## config.mk

```make
export PLATFORM = sky130hd
export DESIGN_NAME = sysport_unit
export DESIGN_NICKNAME = d
export VERILOG_FILES = /design/src/rtl/sysport_pkg.sv /design/src/rtl/sp_sync.sv /design/src/rtl/sp_kbd_shift.sv /design/src/rtl/sp_chk_latch.sv /design/src/rtl/sysport_unit.sv
export SDC_FILE = /design/constraint.sdc
export NUM_CORES = 1
export LEC_CHECK = 0
export ABC_AREA = 1
export BUFFER_PORTS_ARGS = -buffer_cell sky130_fd_sc_hd__clkbuf_2
export CAP_MARGIN = 20
export CORE_MARGIN = 1.5
export CORE_UTILIZATION = 42
export CTS_CLUSTER_SIZE = 10
export DETAILED_ROUTE_END_ITERATION = 12
export PLACE_DENSITY = 0.72
export RECOVER_POWER = 100
export SETUP_SLACK_MARGIN = 0.15
export SYNTH_ARGS = -nofsm -noshare
export SYNTH_HDL_FRONTEND = slang
export SYNTH_SLANG_ARGS = --single-unit
```

## constraint.sdc

```tcl
create_clock -name clk -period 1.2 [get_ports clk]
set_input_delay 0.24 -clock clk [delete_from_list [all_inputs] [get_ports clk]]
set_output_delay 0.24 -clock clk [all_outputs]
set_load 0.02 [all_outputs]
```

## src/rtl/sysport_pkg.sv

```systemverilog
package sysport_pkg;
  typedef enum logic [1:0] {
    SEL_PA   = 2'd0,
    SEL_PB   = 2'd1,
    SEL_PC   = 2'd2,
    SEL_MODE = 2'd3
  } port_sel_e;

  // fixed direction word: A in, B out, C in (both halves)
  localparam logic [7:0] MODE_FIXED = 8'h99;

  // output latch bit positions
  localparam int unsigned PB_MEMSEL = 2;
  localparam int unsigned PB_PAR_EN = 4;
  localparam int unsigned PB_CHK_EN = 5;
  localparam int unsigned PB_KSEL   = 7;

  // sticky flag indices
  localparam int unsigned FLG_PAR = 0;
  localparam int unsigned FLG_CHK = 1;
  localparam int unsigned FLG_N   = 2;
endpackage

```

## src/rtl/sp_sync.sv

```systemverilog
module sp_sync #(
  parameter int unsigned WIDTH  = 2,
  parameter int unsigned STAGES = 2,
  parameter logic [WIDTH-1:0] RST_VAL = '0
) (
  input  logic             clk,
  input  logic             rst_n,
  input  logic [WIDTH-1:0] d,
  output logic [WIDTH-1:0] q
);
  genvar gi;
  generate
    for (gi = 0; gi < WIDTH; gi++) begin : g_bit
      logic [STAGES-1:0] chain_q;
      logic [STAGES-1:0] chain_d;
      always_comb chain_d = {chain_q[STAGES-2:0], d[gi]};
      always_ff @(posedge clk or negedge rst_n) begin
        if (!rst_n) chain_q <= {STAGES{RST_VAL[gi]}};
        else        chain_q <= chain_d;
      end
      assign q[gi] = chain_q[STAGES-1];
    end
  endgenerate
endmodule

```

## src/rtl/sp_kbd_shift.sv

```systemverilog
module sp_kbd_shift #(
  parameter int unsigned BITS = 8,
  localparam int unsigned CW = $clog2(BITS + 1)
) (
  input  logic            clk,
  input  logic            rst_n,
  input  logic            kclk_s,
  input  logic            kdat_s,
  input  logic            clr,
  output logic [BITS-1:0] code,
  output logic            full
);
  logic            prev_q, prev_d;
  logic [BITS-1:0] sr_q, sr_d;
  logic [CW-1:0]   cnt_q, cnt_d;
  logic            full_q, full_d;
  logic            fall;

  always_comb begin
    fall   = prev_q & ~kclk_s;
    prev_d = kclk_s;
    sr_d   = sr_q;
    cnt_d  = cnt_q;
    full_d = full_q;
    if (clr) begin
      sr_d   = '0;
      cnt_d  = '0;
      full_d = 1'b0;
    end else if (fall && !full_q) begin
      sr_d  = {kdat_s, sr_q[BITS-1:1]};
      cnt_d = cnt_q + 1'b1;
      if (cnt_q == CW'(BITS - 1)) full_d = 1'b1;
    end
  end

  always_ff @(posedge clk or negedge rst_n) begin
    if (!rst_n) begin
      prev_q <= 1'b1;
      sr_q   <= '0;
      cnt_q  <= '0;
      full_q <= 1'b0;
    end else begin
      prev_q <= prev_d;
      sr_q   <= sr_d;
      cnt_q  <= cnt_d;
      full_q <= full_d;
    end
  end

  assign code = sr_q;
  assign full = full_q;

  a_r5_irq_after_eight: assert property (@(posedge clk) disable iff (!rst_n)
    $rose(full_q) |-> $past(cnt_q == CW'(BITS - 1)));
  a_r6_full_holds: assert property (@(posedge clk) disable iff (!rst_n)
    (full_q && !clr) |=> full_q);
  a_r6_code_frozen: assert property (@(posedge clk) disable iff (!rst_n)
    (full_q && !clr) |=> $stable(sr_q));
  a_r6_clear_empties: assert property (@(posedge clk) disable iff (!rst_n)
    clr |=> (!full_q && cnt_q == '0 && sr_q == '0));
endmodule

```

## src/rtl/sp_chk_latch.sv

```systemverilog
module sp_chk_latch #(
  parameter int unsigned N = 2
) (
  input  logic         clk,
  input  logic         rst_n,
  input  logic [N-1:0] en,
  input  logic [N-1:0] evt,
  output logic [N-1:0] flag
);
  genvar gi;
  generate
    for (gi = 0; gi < N; gi++) begin : g_flag
      logic f_q, f_d;
      always_comb f_d = en[gi] ? (f_q | evt[gi]) : 1'b0;
      always_ff @(posedge clk or negedge rst_n) begin
        if (!rst_n) f_q <= 1'b0;
        else        f_q <= f_d;
      end
      assign flag[gi] = f_q;

      a_r9_clear_when_off: assert property (@(posedge clk) disable iff (!rst_n)
        !en[gi] |=> !f_q);
      a_r9_sticky: assert property (@(posedge clk) disable iff (!rst_n)
        (en[gi] && f_q) |=> f_q);
    end
  endgenerate
endmodule

```

## src/rtl/sysport_unit.sv

```systemverilog
module sysport_unit
  import sysport_pkg::*;
#(
  parameter int unsigned DW          = 8,
  parameter int unsigned SYNC_STAGES = 2,
  localparam int unsigned MSW_W      = DW - 4
) (
  input  logic             clk,
  input  logic             rst_n,
  input  logic             io_sel,
  input  logic             io_wr,
  input  logic [1:0]       io_addr,
  input  logic [DW-1:0]    io_wdata,
  output logic [DW-1:0]    io_rdata,
  input  logic [DW-1:0]    cfg_sw,
  input  logic [MSW_W-1:0] mem_sw,
  input  logic             kb_clk,
  input  logic             kb_data,
  input  logic             par_err,
  input  logic             chan_chk,
  input  logic             tmr2_out,
  input  logic             cass_in,
  output logic             irq_kbd,
  output logic [DW-1:0]    pb_q
);
  // reset: asserted asynchronously, released on the clock
  logic [1:0] rst_q;
  logic       rst_ni;
  always_ff @(posedge clk or negedge rst_n) begin
    if (!rst_n) rst_q <= 2'b00;
    else        rst_q <= {rst_q[0], 1'b1};
  end
  assign rst_ni = rst_q[1];

  // keyboard line synchroniser (clock idles high)
  logic [1:0] kb_s;
  sp_sync #(.WIDTH(2), .STAGES(SYNC_STAGES), .RST_VAL(2'b01)) u_kb_sync (
    .clk  (clk),
    .rst_n(rst_ni),
    .d    ({kb_data, kb_clk}),
    .q    (kb_s)
  );

  // output latch
  logic [DW-1:0] pb_r, pb_d;
  logic          pb_we;
  always_comb begin
    pb_we = io_sel && io_wr && (port_sel_e'(io_addr) == SEL_PB);
    pb_d  = pb_we ? io_wdata : pb_r;
  end
  always_ff @(posedge clk or negedge rst_ni) begin
    if (!rst_ni) pb_r <= '0;
    else         pb_r <= pb_d;
  end
  assign pb_q = pb_r;

  // keyboard receiver
  logic [DW-1:0] kcode;
  logic          kfull;
  sp_kbd_shift #(.BITS(DW)) u_kbd (
    .clk   (clk),
    .rst_n (rst_ni),
    .kclk_s(kb_s[0]),
    .kdat_s(kb_s[1]),
    .clr   (pb_r[PB_KSEL]),
    .code  (kcode),
    .full  (kfull)
  );
  assign irq_kbd = kfull;

  // sticky error flags
  logic [FLG_N-1:0] flg;
  logic [FLG_N-1:0] flg_en, flg_evt;
  always_comb begin
    flg_en           = '0;
    flg_evt          = '0;
    flg_en[FLG_PAR]  = pb_r[PB_PAR_EN];
    flg_en[FLG_CHK]  = pb_r[PB_CHK_EN];
    flg_evt[FLG_PAR] = par_err;
    flg_evt[FLG_CHK] = chan_chk;
  end
  sp_chk_latch #(.N(FLG_N)) u_chk (
    .clk  (clk),
    .rst_n(rst_ni),
    .en   (flg_en),
    .evt  (flg_evt),
    .flag (flg)
  );

  // read mux
  logic [DW-1:0]    pa_val, pc_val;
  logic [MSW_W-1:0] pc_low;
  always_comb begin
    pa_val = pb_r[PB_KSEL] ? cfg_sw : kcode;
    pc_low = pb_r[PB_MEMSEL] ? '0 : mem_sw;
    pc_val = {flg[FLG_PAR], flg[FLG_CHK], tmr2_out, cass_in, pc_low};
    unique case (port_sel_e'(io_addr))
      SEL_PA:   io_rdata = pa_val;
      SEL_PB:   io_rdata = pb_r;
      SEL_PC:   io_rdata = pc_val;
      default:  io_rdata = MODE_FIXED;
    endcase
  end

  a_r2_latch_holds: assert property (@(posedge clk) disable iff (!rst_ni)
    !pb_we |=> $stable(pb_r));
  a_r2_latch_loads: assert property (@(posedge clk) disable iff (!rst_ni)
    pb_we |=> (pb_r == $past(io_wdata)));
  a_r6_irq_drops_on_select: assert property (@(posedge clk) disable iff (!rst_ni)
    pb_r[PB_KSEL] |=> !irq_kbd);
endmodule

```

==> results of run 1 <==
metal layers:
| metal | vias to the layer above | global-route usage [%] | share of wire, % |
|---|---|---|---|
| met3 | 5 | 8.403 | 6.1 |
| li1 | 670 | - | - |
| met4 | 0 | 7.453 | 1.1 |
| met5 | - | 0 | 0 |
| met2 | 37 | 36.93 | 52 |
| met1 | 613 | 25.10 | 41 |
report_power, final:
part / internal [mW] / switching, mW
clock network: 0.431 / 0.370
registers: 1.13 / 0.101
logic: 0.479 / 0.483
cell usage after synthesis, types with 2 or more instances:
library cell,instances,area share [%]
o21ai_2,8,4.9
buf_2,2,0.70
dfstp_2,3,5.6
a21oi_1,4,1.4
dfrtp_1,27,48
inv_1,14,3.7
o21ai_0,14,4.9
nand3_1,13,4.6
nand2_1,55,15
o21a_1,2,1.1
nor2_1,9,2.4
nand2_2,2,0.88
flip-flops by register name, indices dropped and copies added (netlist names):
register / count
pb_q: 8
u_kbd.code: 8
u_kb_sync.g_bit.chain_q: 4
u_kbd.cnt_q: 4
rst_q: 2
u_chk.g_flag.f_q: 2
u_kbd.full: 1
u_kbd.prev_q: 1
worst max-delay path by stage:
stage               startpoint          end  slack (ns)  depth (start not counted)
global placement       pb_q[7]  io_rdata[0]       -0.12                          5
global route           pb_q[7]  io_rdata[0]       -0.57                          5
finish                 pb_q[7]  io_rdata[0]       -0.48                          5
CTS                    pb_q[7]  io_rdata[0]       -0.48                          5
floorplan              pb_q[7]  io_rdata[0]       -0.04                          4
detailed placement     pb_q[7]  io_rdata[0]       -0.13                          5
cell type report:
class                   count  area share [%]
well taps                  44           2.570
repair buffers             69           25.12
flip-flops and latches     30           35.34
clock inverters             3           1.869
inverters                  15           2.745
multi-input cells         116           30.61
clock buffers               5           1.752
worst max-delay path, stage by stage, from the launching register on:
cell	delay, ns
dfrtp_1	0.41
buf_6	0.13
or2_4	0.21
o211ai_1	0.10
nand3_2	0.09
clkbuf_8	0.16
cell families after synthesis:
kind of cell	after synthesis	synth area share [%]
and+or+nand+nor	83	25.46
adders and majority gates	1	0.8809
buffers and inverters	20	6.255
AOI/OAI and AO/OA	30	13.39
other	1	0.2641
xor gates and xnor gates	1	0.6169
DFF	30	53.13
what timing repair did:
action / 4_1_cts / 5_1_grt
endpoints found under the setup margin: 29 / 30
pin swaps: 7 / 3
hold endpoints to repair: 4 / 0
resized for setup: 41 / 23
buffers inserted: 6 / 1
hold buffers: 3 / 0
layout by cell type, fill, tap and decap left out, drive strengths merged:
cell type / count
dfstp: 3
nor2: 10
and3b: 1
nand3: 14
conb: 1
o21a: 2
or2: 1
dlygate4sd3: 3
o211ai: 1
dfrtp: 27
a21oi: 4
ha: 1
inv: 15
clkinv: 2
bufinv: 1
o21ai: 22
a21o: 1
buf: 25
nand2: 57
xor2: 1
clkbuf: 46
==> results.sh, run 1 <==
export IMPL_status="finished with violations"
export IMPL_violations="setup timing"
export IMPL_drive_gt1_share_pct=46.64
export IMPL_cts_tree="done"
export IMPL_tightest_slew_ns=0.6899
export IMPL_async_flop_share_pct=100.0
export IMPL_insertion_delay_ns=0.34
export IMPL_ios=49
export IMPL_route_vias_total=1325
export IMPL_fin_util_pct=68.48
export IMPL_start_util_pct=45.40
export IMPL_yosys_warnings=0
export IMPL_hp_class="input pin to flop"
export IMPL_hold_path_end="u_chk.g_flag[0].f_q"
export IMPL_timing_worst_setup_path_type="flop to output pin"
export IMPL_fin_cells=282
export IMPL_ff_latch_area_sq_um=757.0
export IMPL_die_x_um=61.15
export IMPL_drtIter0Drc=43
export IMPL_path_clk_slew_ns=0.10
export IMPL_worst_setup_path_end_kind="output pin"
export IMPL_hold_violations=0
export IMPL_powerDensity_nw_per_um2=1399
export IMPL_relSlewSlack_pct=54.01
export IMPL_firstDrtPassIters=4
export IMPL_fillers=260
export IMPL_dpl_cell_area_sq_um=1827
export IMPL_cp_start_kind="flop"
export IMPL_rsz0062_at_grt="true"
export IMPL_finalClockSkew_ns=0.005438
export IMPL_grt_max_degree=29
export IMPL_grt_pass1_wl_mm=5.823
export IMPL_core_area_sq_um=3128
export IMPL_postRouteWirelength_mm=3.589
export IMPL_io_buffers=48
export IMPL_gp_congestion=0.7707
export IMPL_syn_area_per_cell_sq_um=8.555
export IMPL_via_per_inst=4.699
export IMPL_syn_area_sq_um=1420
export IMPL_cp_required_ns=0.96
export IMPL_grt_usage_pct=21.74
export IMPL_ff2ff_setup_slack_ns=0.05
export IMPL_p_leak_nw=1.123
export IMPL_clock_sinks=30
export IMPL_synth_ff_type="dfrtp_1"
export IMPL_cap_violations=0
export IMPL_ir_worst_vdd_v=0.0009906
export IMPL_tns_ns=-3.820
export IMPL_synthToLayoutAreaGrowth_pct=50.84
export IMPL_nets=270
export IMPL_clock_fmax_mhz=593.9
export IMPL_root_buffer="clkbuf_4"
export IMPL_finalPower_mw=2.997
export IMPL_setup_viol_count_final=11
export IMPL_drc_errors=0
export IMPL_row_count=20
export IMPL_whs_ns=0.1014
export IMPL_dp_slack_ns=-0.1303
export IMPL_yosysUniqueCellTypes=25
export IMPL_critPathMaxFanout=4
export IMPL_hp_start="par_err"
export IMPL_multi_input_area_sq_um=655.6
export IMPL_antennaDiodeCount=0
export IMPL_hold_depth=2
export IMPL_ys_seq_area_share_pct=53.13
export IMPL_clockBufferDepth=2
export IMPL_grt_antenna_before_repair=0
export IMPL_r2r_cells=5
export IMPL_synth_edf_count=0
export IMPL_wire_per_inst_um=12.73
export IMPL_post_dp_hpwl_mm=2.437
export IMPL_timing_rr_start="u_kbd.prev_q"
export IMPL_reg2reg_to="u_kbd.full"
export IMPL_setup_slack_ns=-0.4837
export IMPL_syn_num_nets=199
export IMPL_min_period_ns=1.684
export IMPL_stdcell_area_sq_um=2142
export IMPL_dieArea_sq_um=3739
export IMPL_min_period_over_period_pct=140.3
export IMPL_crit_arrival_ns=1.44
export IMPL_first_global_vias=1354
export IMPL_numCtsBuffers=5
export IMPL_ant_nets=0
export IMPL_dp_cells=264
export IMPL_syn_inst=166
export IMPL_overflow=0
export IMPL_ys_ff_latch=30
export IMPL_htreeDepth=2
export IMPL_slew_viol_final=0
export IMPL_die_h_um=61.15
Note: power is estimated with default switching activity, not from simulation.
==> inputs of run 2 (changes only) <==
--- a/config.mk
+++ b/config.mk
@@ -9,10 +9,13 @@
 export BUFFER_PORTS_ARGS = -buffer_cell sky130_fd_sc_hd__clkbuf_2
 export CAP_MARGIN = 20
+export CELL_PAD_IN_SITES_DETAIL_PLACEMENT = 0
+export CELL_PAD_IN_SITES_GLOBAL_PLACEMENT = 1
 export CORE_MARGIN = 1.5
-export CORE_UTILIZATION = 42
+export CORE_UTILIZATION = 32
 export CTS_CLUSTER_SIZE = 10
 export DETAILED_ROUTE_END_ITERATION = 12
-export PLACE_DENSITY = 0.72
+export PLACE_DENSITY_LB_ADDON = 0.1
 export RECOVER_POWER = 100
+export REMOVE_ABC_BUFFERS = 1
 export SETUP_SLACK_MARGIN = 0.15
 export SYNTH_ARGS = -nofsm -noshare
==> constraint.sdc (replaced) <==
create_clock -name clk -period 1.2 [get_ports clk]
set_input_delay 0.24 -clock clk [delete_from_list [all_inputs] [get_ports clk]]
set_output_delay 0.24 -clock clk [all_outputs]
set_load 0.05 [all_outputs]
==> run 2 against run 1 <==
The flow still finishes with violations (setup timing). Final area up 4.6%. Sequential cell count unchanged. Sequential power about the same. Die area up 30%. Largest cell class unchanged. Clock skew up 0.0013 ns. Worst hold slack worse by 0.060 ns. Cell count up 2.5%. Routed wire length up 0.78%. Worst setup slack better by 0.019 ns. Non-clock buffer count down 1.
==> results.sh, run 2 (synthesis results as in run 1) <==
export IMPL_root_buffer="clkbuf_8"
export IMPL_core_area_sq_um=4324
export IMPL_finalClockSkew_ns=0.006722
export IMPL_wire_per_inst_um=12.52
export IMPL_cp_slowest_cell="dfrtp_1"
export IMPL_clockBufferDepth=2
export IMPL_postRouteWirelength_mm=3.617
export IMPL_layout_commonest_cell="nand2_1"
export IMPL_gp_congestion=0.8072
export IMPL_firstDrtPassIters=4
export IMPL_drtIter0Drc=38
export IMPL_drc_errors=0
export IMPL_dp_cells=278
export IMPL_io_buffers=48
export IMPL_htreeDepth=2
export IMPL_first_global_vias=1374
export IMPL_stdcell_area_sq_um=2241
export IMPL_cts_tree="done"
export IMPL_layout_common_cells="53 x nand2_1, 31 x clkbuf_2, 26 x dfrtp_1"
export IMPL_dpl_cell_area_sq_um=1848
export IMPL_die_x_um=69.62
export IMPL_min_period_ns=1.664
export IMPL_timing_worst_setup_path_type="flop to output pin"
export IMPL_grt_pass1_wl_mm=6.065
export IMPL_cp_num_buf_inv=2
export IMPL_clock_sinks=30
export IMPL_clock_fmax_mhz=600.8
export IMPL_post_dp_hpwl_mm=2.619
export IMPL_nets=269
export IMPL_cp_required_ns=0.96
export IMPL_grt_max_degree=20
export IMPL_cp_depth=5
export IMPL_finalPower_mw=3.737
export IMPL_violations="setup timing"
export IMPL_hold_violations=0
export IMPL_tns_ns=-3.355
export IMPL_synthToLayoutAreaGrowth_pct=57.80
export IMPL_hp_start="kb_clk"
export IMPL_setup_viol_count_final=10
export IMPL_critPathMaxFanout=3
export IMPL_worst_setup_path_end_kind="output pin"
export IMPL_overflow=0
export IMPL_drive_gt1_share_pct=45.15
export IMPL_cp_startpoint="pb_q[7]"
export IMPL_via_per_inst=4.574
export IMPL_cap_violations=0
export IMPL_path_clk_slew_ns=0.07
export IMPL_ant_nets=0
export IMPL_hold_depth=1
export IMPL_ir_worst_vdd_v=0.0009684
export IMPL_powerDensity_nw_per_um2=1668
export IMPL_insertion_delay_ns=0.28
export IMPL_p_leak_nw=1.151
export IMPL_hp_class="input pin to flop"
export IMPL_rsz0062_at_grt="true"
export IMPL_timing_rr_start="u_kbd.prev_q"
export IMPL_cp_start_kind="flop"
export IMPL_ios=49
export IMPL_crit_family="flip-flops"
export IMPL_crit_arrival_ns=1.42
export IMPL_fin_cells=289
export IMPL_r2r_cells=6
export IMPL_numCtsBuffers=5
export IMPL_row_count=24
export IMPL_grt_usage_pct=16.06
export IMPL_dieArea_sq_um=4846
export IMPL_max_stage_delay_ns=0.41
export IMPL_fin_util_pct=51.82
export IMPL_min_period_over_period_pct=138.7
export IMPL_die_h_um=69.62
export IMPL_route_vias_total=1322
export IMPL_crit_chain="buf_6 -> or2_4 -> o211ai_1 -> nand3_1 -> clkbuf_8"
export IMPL_start_util_pct=32.84
export IMPL_slew_viol_final=0
export IMPL_status="finished with violations"
export IMPL_grt_antenna_before_repair=0
export IMPL_antennaDiodeCount=0
export IMPL_setup_slack_ns=-0.4643
## run 2: cell count changes in the layout (fill, tap and decap cells not counted), sizes merged
cell,before,now
clkbuf,46,47
dlygate4sd3,3,1
buf,25,26
clkinv,2,0
bufinv,1,2
## run 2: worst paths after layout
check	endpoint	slack, ns
min in group asynchronous	rst_q[1]	0.27
worst max register to register	u_kbd.cnt_q[2]	0.01
worst min register to register	pb_q[0]	0.28
worst min-delay path	u_kb_sync.g_bit[0].chain_q[0]	0.04
worst max-delay path	io_rdata[0]	-0.46
max in group asynchronous	u_kbd.prev_q	0.56
## run 2: per-stage QoR
step	hold WS, ns	setup slack (ns)
floorplan	-0.05559	-1.024
global placement	0.02837	-0.2613
detailed placement	0.02940	-0.2651
CTS	0.02887	-0.4817
global route	0.01748	-0.5635
finish	0.04117	-0.4643
## run 2: what timing repair did
action	in CTS	in global routing
setup buffers	1	1
gates resized for setup	51	27
endpoints found under the setup margin	29	30
hold endpoints to repair	2	0
pin swaps	8	5
hold buffers	1	0
## run 2: worst reg2reg max path, cell delays in order, from the launching register on
cell	delay [ns]
dfstp_2	0.53
nand2_1	0.08
nor2_4	0.11
buf_4	0.19
nand3_4	0.07
nand2_2	0.07
nor2_1	0.04
## run 2: routing by layer
metal	global-route usage [%]	vias up	part of all wire, %
li1	-	667	-
met1	18.52	616	42
met2	27.67	37	52
met3	5.087	2	4.7
met4	6.410	0	0.64
met5	0	-	0
## run 2: layout make-up
type / instances / area, sq um
sequential: 30 / 755.7
clock inverter: 2 / 60.06
multi-input combinational: 116 / 645.6
inverter: 15 / 56.30
clock buffer: 6 / 82.58
tap: 52 / 65.06
timing repair buffer: 68 / 575.6
fill: 437 / 2083
## run 2: power breakdown
part | internal, mW | total [mW] | switching, mW
clock | 0.885 | 1.26 | 0.379
sequential | 1.14 | 1.23 | 0.0909
combinational | 0.546 | 1.25 | 0.700
==> inputs of run 3 (changes only) <==
CORE_UTILIZATION = 35   (was 32)
GPL_ROUTABILITY_DRIVEN = 1   (was unset)
clock period = 1.8 ns   (was 1.2 ns; I/O delays follow)
==> run 3 against run 2 <==
The run still ends with setup timing left. Largest cell class unchanged. Worst setup slack gained 0.46 ns. Combinational power is 45% lower. Die area is 8.2% lower. Total power is 45% lower. Routed wire length fell by 4.8%. Non-clock buffer count shrank 10. Count of clock-buffer cells in the layout did not move. Final area fell by 11%. Via count down 3.0%. Clock skew down 0.0036 ns. Global-route usage is 1.5 points higher. Critical endpoint unchanged.
==> results.sh, run 3 (synthesis results as in run 1) <==
export IMPL_nets=259
export IMPL_htreeDepth=2
export IMPL_clock_sinks=30
export IMPL_cts_tree="done"
export IMPL_hold_path_end="u_kb_sync.g_bit[0].chain_q[0]"
export IMPL_antennaDiodeCount=0
export IMPL_slew_viol_final=0
export IMPL_finalClockSkew_ns=0.003168
export IMPL_drc_errors=0
export IMPL_setup_slack_ns=-0.006519
export IMPL_synthToLayoutAreaGrowth_pct=40.26
export IMPL_hold_violations=0
export IMPL_timing_worst_setup_path_type="flop to output pin"
export IMPL_setup_viol_count_final=1
export IMPL_cp_required_ns=1.44
export IMPL_max_stage_delay_ns=0.44
export IMPL_grt_pass1_wl_mm=5.830
export IMPL_cp_slowest_cell="dfrtp_2"
export IMPL_critPathMaxFanout=4
export IMPL_ir_worst_vdd_v=0.0005221
export IMPL_first_global_vias=1275
export IMPL_hold_depth=1
export IMPL_path_clk_slew_ns=0.07
export IMPL_route_vias_total=1282
export IMPL_drtIter0Drc=64
export IMPL_firstDrtPassIters=4
export IMPL_numCtsBuffers=5
export IMPL_r2r_cells=5
export IMPL_ios=49
export IMPL_gp_congestion=0.7737
export IMPL_dpl_cell_area_sq_um=1748
export IMPL_rsz0062_at_grt="true"
export IMPL_relSlewSlack_pct=47.43
export IMPL_min_period_over_period_pct=100.4
export IMPL_stdcell_area_sq_um=1992
export IMPL_row_count=22
export IMPL_start_util_pct=37.66
export IMPL_status="finished with violations"
export IMPL_ant_nets=0
export IMPL_powerDensity_nw_per_um2=1035
export IMPL_tns_ns=-0.006519
export IMPL_core_area_sq_um=3771
export IMPL_p_leak_nw=1.059
export IMPL_worst_setup_path_end_kind="output pin"
export IMPL_ff2ff_setup_slack_ns=0.50
export IMPL_cap_violations=0
export IMPL_drive_gt1_share_pct=42.73
export IMPL_tightest_slew_ns=0.7863
export IMPL_grt_antenna_before_repair=0
export IMPL_layout_common_cells="43 x nand2_1, 39 x clkbuf_2, 26 x dfrtp_1"
export IMPL_grt_usage_pct=17.53
export IMPL_min_period_ns=1.807
export IMPL_timing_rr_start="u_kbd.prev_q"
export IMPL_grt_max_degree=29
export IMPL_layout_commonest_cell="nand2_1"
export IMPL_clockBufferDepth=2
export IMPL_fillers=372
export IMPL_overflow=0
export IMPL_io_buffers=48
export IMPL_via_per_inst=4.662
export IMPL_fin_cells=275
export IMPL_wire_per_inst_um=12.52
export IMPL_hp_class="input pin to flop"
export IMPL_root_buffer="clkbuf_8"
export IMPL_insertion_delay_ns=0.28
export IMPL_violations="setup timing"
export IMPL_dp_cells=263
export IMPL_hp_start="kb_clk"
export IMPL_cp_start_kind="flop"
export IMPL_post_dp_hpwl_mm=2.413
export IMPL_dieArea_sq_um=4449
export IMPL_crit_chain="buf_6 -> or2_4 -> o211ai_1 -> nand3_1 -> buf_8"
export IMPL_crit_arrival_ns=1.45
export IMPL_die_x_um=66.70
export IMPL_die_h_um=66.70
export IMPL_reg2reg_to="u_kbd.cnt_q[2]"
export IMPL_clock_fmax_mhz=553.6
export IMPL_postRouteWirelength_mm=3.442
==> run 3: final cells by class <==
| type | instances | area [sq um] | share of cell area (%) |
|---|---|---|---|
| Timing Repair Buffer | 58 | 397.9 | 19.97 |
| Inverter | 15 | 58.81 | 2.952 |
| Sequential cell | 30 | 755.7 | 37.94 |
| Multi-Input combinational cell | 116 | 624.3 | 31.34 |
| Clock buffer | 6 | 82.58 | 4.146 |
| Tap cell | 48 | 60.06 | 3.015 |
| Clock inverter | 2 | 12.51 | 0.6281 |
==> run 3: worst max path at each step <==
stage                from          end  slack [ns]
2_1_floorplan     pb_q[7]  io_rdata[7]       -0.54
3_3_place_gp   io_addr[0]  io_rdata[0]        0.15
3_5_place_dp   io_addr[0]  io_rdata[0]        0.11
4_1_cts           pb_q[7]  io_rdata[7]      -0.006
5_1_grt           pb_q[7]  io_rdata[0]       -0.08
6_report          pb_q[7]  io_rdata[0]      -0.007
==> run 3: worst max-delay path, delay by kind of cell (launching register included) <==
family | cells | cell delay [ns]
AO/OA/AOI/OAI | 1 | 0.08
flip-flops | 1 | 0.44
buffers and inverters | 2 | 0.31
AND/OR/NAND/NOR | 2 | 0.34
==> run 3: power by group <==
group | internal [mW] | leakage [nW] | switching [mW] | total (mW)
sequential | 0.757 | 0.381 | 0.0642 | 0.821
combinational | 0.247 | 0.631 | 0.436 | 0.683
clock | 0.307 | 0.0472 | 0.252 | 0.558
==> run 3: timing repair <==
item                                   4_1_cts  5_1_grt
pin swaps                                   11        2
hold buffers                                 1        0
setup endpoints to repair                    8        8
buffers inserted                             3        0
endpoints found under the hold margin        2        0
gates resized for setup                     23       23
==> run 3: metrics by stage <==
| stage | hold WS (ns) | setup slack, ns | utilization (%) | power, mW |
|---|---|---|---|---|
| CTS | 0.1467 | -0.006477 | 51.96 | 2.055 |
| global route | 0.1410 | -0.08465 | 52.82 | 2.186 |
| global placement | 0.1454 | 0.1468 | 46.35 | 1.410 |
| finish | 0.1569 | -0.006519 | 52.82 | 2.062 |
| detailed placement | 0.1467 | 0.1104 | 46.35 | 1.422 |
| floorplan | 0.06441 | -0.5436 | - | 1.226 |
==> run 3: per-layer routing <==
layer / share of wire (%) / global-route usage, %
met3: 5.2 / 5.574
met4: 1.5 / 6.122
met5: 0 / 0
met2: 49 / 28.38
met1: 45 / 21.98
